--- config.mk ---
export PLATFORM = sky130hd
export DESIGN_NAME = mbx_irq_ctrl
export DESIGN_NICKNAME = d
export VERILOG_FILES = /design/src/rtl/mbx_pkg.sv /design/src/rtl/mbx_port_decode.sv /design/src/rtl/mbx_irq_flag.sv /design/src/rtl/mbx_irq_ctrl.sv
export SDC_FILE = /design/constraint.sdc
export NUM_CORES = 1
export LEC_CHECK = 0
export BUFFER_PORTS_ARGS = -buffer_cell sky130_fd_sc_hd__buf_2
export CORE_AREA = 2 2 39 41
export DETAILED_ROUTE_END_ITERATION = 10
export DIE_AREA = 0 0 41 43
export GPL_TIMING_DRIVEN = 0
export REMOVE_ABC_BUFFERS = 1
export SETUP_SLACK_MARGIN = 0.3
export SLEW_MARGIN = 15
export SYNTH_ARGS = -nofsm -noshare
export SYNTH_HDL_FRONTEND = slang
export SYNTH_SLANG_ARGS = --single-unit
--- constraint.sdc ---
create_clock -name clk -period 0.8 [get_ports clk]
set_input_delay 0 -clock clk [delete_from_list [all_inputs] [get_ports clk]]
set_output_delay 0 -clock clk [all_outputs]
set_load 0.01 [all_outputs]
--- src/rtl/mbx_pkg.sv ---
package mbx_pkg;

    typedef enum logic {
        SIDE_LEFT  = 1'b0,
        SIDE_RIGHT = 1'b1
    } side_e;

    typedef struct packed {
        logic set_peer;
        logic clr_own;
    } mbx_evt_t;

    function automatic logic flag_next(input logic cur, input logic set, input logic clr);
        return set | (cur & ~clr);
    endfunction

endpackage

--- src/rtl/mbx_port_decode.sv ---
module mbx_port_decode
    import mbx_pkg::*;
#(
    parameter int    AW   = 12,
    parameter side_e SIDE = SIDE_LEFT
) (
    input  logic          sel,
    input  logic          wr,
    input  logic [AW-1:0] addr,
    input  logic          busy,
    output mbx_evt_t      evt
);
    localparam logic [AW-1:0] TOP_WORD  = '1;
    localparam logic [AW-1:0] NEXT_WORD = TOP_WORD - 1'b1;
    localparam logic [AW-1:0] OWN_WORD  = (SIDE == SIDE_RIGHT) ? TOP_WORD : NEXT_WORD;
    localparam logic [AW-1:0] PEER_WORD = (SIDE == SIDE_RIGHT) ? NEXT_WORD : TOP_WORD;

    logic granted;

    always_comb begin
        granted      = sel & ~busy;
        evt.set_peer = granted & wr & (addr == PEER_WORD);
        evt.clr_own  = granted & ~wr & (addr == OWN_WORD);
    end
endmodule

--- src/rtl/mbx_irq_flag.sv ---
module mbx_irq_flag
    import mbx_pkg::*;
(
    input  logic clk,
    input  logic rst,
    input  logic set,
    input  logic clr,
    output logic irq_n
);
    logic pending;

    always_ff @(posedge clk) begin
        if (rst) pending <= 1'b0;
        else     pending <= flag_next(pending, set, clr);
    end

    assign irq_n = ~pending;
endmodule

--- src/rtl/mbx_irq_ctrl.sv ---
module mbx_irq_ctrl
    import mbx_pkg::*;
#(
    parameter int AW = 12
) (
    input  logic          clk,
    input  logic          rst,
    input  logic          lt_sel,
    input  logic          lt_wr,
    input  logic [AW-1:0] lt_addr,
    input  logic          lt_busy,
    input  logic          rt_sel,
    input  logic          rt_wr,
    input  logic [AW-1:0] rt_addr,
    input  logic          rt_busy,
    output logic          lt_irq_n,
    output logic          rt_irq_n
);
    localparam int NPORT = 2;

    logic [NPORT-1:0]   sel_v, wr_v, busy_v, irq_v;
    logic [AW-1:0]      addr_v [NPORT];
    mbx_evt_t           evt_v  [NPORT];

    assign sel_v  = {rt_sel,  lt_sel};
    assign wr_v   = {rt_wr,   lt_wr};
    assign busy_v = {rt_busy, lt_busy};
    assign addr_v[0] = lt_addr;
    assign addr_v[1] = rt_addr;

    for (genvar i = 0; i < NPORT; i++) begin : g_port
        mbx_port_decode #(
            .AW   (AW),
            .SIDE ((i == 0) ? SIDE_LEFT : SIDE_RIGHT)
        ) dec_i (
            .sel  (sel_v[i]),
            .wr   (wr_v[i]),
            .addr (addr_v[i]),
            .busy (busy_v[i]),
            .evt  (evt_v[i])
        );

        mbx_irq_flag flag_i (
            .clk   (clk),
            .rst   (rst),
            .set   (evt_v[NPORT-1-i].set_peer),
            .clr   (evt_v[i].clr_own),
            .irq_n (irq_v[i])
        );
    end

    assign lt_irq_n = irq_v[0];
    assign rt_irq_n = irq_v[1];
endmodule

==> impl_metrics.json <==
{
  "r2r-start": "g_port[0].flag_i.pending$_SDFF_PP0_",
  "layout_commonest_cell": "buf_2",
  "clock-root-buffer": "clkbuf_4",
  "period_share_pct": 87.0,
  "critPathTopFamily": "flip-flops",
  "dieArea_um2": 1760,
  "wl_per_cell_um": 8.56,
  "leakagePower_uw": 0.000222,
  "vias_per_cell": 4.38,
  "largest-register": "g_port.flag_i.pending",
  "io_pins": 34,
  "syn_to_final_growth_pct": 153,
  "vdd_drop_max_v": 0.000299,
  "io_buffers": 33,
  "synth_area_um2": 174,
  "r2r_setup_slack_ps": 130,
  "h-tree-depth": 1,
  "slew_headroom_pct": 85.8,
  "hold_viol": 1,
  "critical_path.max_stage_delay_ps": 310,
  "outcome": "finished with violations",
  "initial_core_util_pct": 12.6,
  "final_layout_size_suffix_gt1_share_pct": 75.4,
  "pre_cts_slack_ps": -150,
  "rows": 14,
  "path_cells": "inv_2, buf_2",
  "worstSetupStartpointType": "flip-flop",
  "ys_types": 13,
  "yosysWarnings": 0,
  "cts_tree": "done",
  "synth-seq-cells": 2,
  "holdPathEnd": "g_port[0].flag_i.pending$_SDFF_PP0_",
  "cts_buffers": 3,
  "holdCritStartpoint": "rst",
  "n_fill_cell": 152,
  "place_congestion": 0.628,
  "holdPathStages": 2,
  "grt_max_degree": 5,
  "antenna_cells": 0,
  "hold_path.class": "input pin to flip-flop",
  "powerDensity_nw_per_um2": 996,
  "finalMaxSlewViolations": 0,
  "crit_buf_inv": 2,
  "grt.overflow.total": 0,
  "max_cap_violations": 0,
  "worst_slew_pin_slew_ps": 211,
  "grt_pass1_wl_um": 1010,
  "drc": 0,
  "fin_ws_ps": 104,
  "required_ps": 800,
  "largest_reg_flops": 2,
  "path_class": "flip-flop to primary output",
  "cts_sinks": 2,
  "end_kind": "primary output",
  "fp.dieH_um": 43,
  "die_width_um": 41,
  "hold_ws_ps": -3.00,
  "grt_usage_pct": 8.79,
  "antenna_found_initial": 0,
  "fmax_mhz": 1440,
  "violations": "negative hold slack",
  "critical_path.startpoint": "g_port[1].flag_i.pending$_SDFF_PP0_",
  "period_minus_slack_ps": 696,
  "finalSetupViolCount": 0,
  "clkSlewWorstSetupHoldPaths_ps": 30,
  "synth_cells": 21,
  "first_global_vias": 277,
  "drtPass1Iterations": 1,
  "postRouteAntennaNets": 0,
  "fin_util_pct": 31.7,
  "clock_skew_ps": 0,
  "arrival_ps": 700,
  "core_area_um2": 1380,
  "syn_area_per_cell_um2": 8.28,
  "cp_max_fo": 2,
  "rsz0062_at_grt": "true",
  "nets": 91,
  "drt-total-wl_um": 625,
  "reg.largest.list": "g_port.flag_i.pending: 2 flops",
  "vias": 320,
  "drt_iter0_markers": 0,
  "clkLatencyLatePin_ps": 220,
  "rr_endpoint": "g_port[0].flag_i.pending$_SDFF_PP0_",
  "final_cell_mix": "buf_2, buf_6, nand4_1",
  "cts_buffer_depth": 2,
  "yosysSeqAreaShare_pct": 23.0,
  "r2r_cells": 2,
  "critPathSlowestCell": "dfxtp_1"
}
worst max path at each step:
stage,endpoint,slack [ps],cells after the start
after CTS,lt_irq_n,80,2
after global placement,g_port[1].flag_i.pending$_SDFF_PP0_,-130,5
after floorplan,g_port[1].flag_i.pending$_SDFF_PP0_,40,4
after global routing,g_port[1].flag_i.pending$_SDFF_PP0_,30,5
after detailed placement,g_port[1].flag_i.pending$_SDFF_PP0_,-150,5
final,rt_irq_n,100,2
kinds of logic (layout without fill, tap and decap cells):
group           count (synthesis)  count (layout)  share of synthesized area (%)
simple gates                   15              15                           64.0
compound gates                  2               2                           8.63
buf+inv                         2              38                           4.32
flops                           2               2                           23.0
stage by stage:
step	instances	setup TNS (ps)	cell area (um2)	total power, uW
2_1_floorplan	21	0	174	116
3_3_place_gp	70	-247	359	192
3_5_place_dp	70	-282	359	193
4_1_cts	73	0	423	448
5_1_grt	73	0	439	467
6_report	73	0	439	437
report_power, final:
group	internal (uW)	switching [uW]	total, uW
Combinational	75.6	37.7	113
Sequential	101	0.00224	101
Clock	165	58.3	224
Total	342	95.9	437
timing repair:
action,CTS,global route
hold endpoints to repair,2,0
resized for setup,6,5
setup endpoints to repair,4,4
buffers inserted,0,0
pin swaps,6,0
area by class of cell:
type / instances / area [um2] / area share, %
Multi-Input combinational cell: 17 / 151 / 34.5
Tap cell: 16 / 20.0 / 4.56
Clock buffer: 3 / 22.5 / 5.13
Inverter: 2 / 7.51 / 1.71
Sequential cell: 2 / 41.3 / 9.40
Timing Repair Buffer: 33 / 196 / 44.7
per-layer routing:
metal	up-vias	routed length (um)	part of all wire, %	global-route usage, %
met5	-	0	0	0
met4	0	11	1.8	8.00
met3	2	80	13	1.57
met2	20	348	56	14.1
met1	142	184	29	8.86
li1	156	-	-	-
synthesized netlist by cell type:
| cell | count | area, um2 |
|---|---|---|
| and3b_1 | 1 | 8.76 |
| dfxtp_1 | 2 | 40.0 |
| inv_1 | 2 | 7.51 |
| nand2_1 | 1 | 3.75 |
| nand2b_1 | 1 | 6.26 |
| nand3_1 | 2 | 10.0 |
| nand3b_1 | 1 | 7.51 |
| nand4_1 | 4 | 25.0 |
| nand4b_1 | 1 | 8.76 |
| nor2_1 | 1 | 3.75 |
| nor3b_2 | 1 | 12.5 |
| nor4_2 | 2 | 25.0 |
| o31ai_1 | 2 | 15.0 |
No activity file was read; power rests on OpenSTA's default activity.
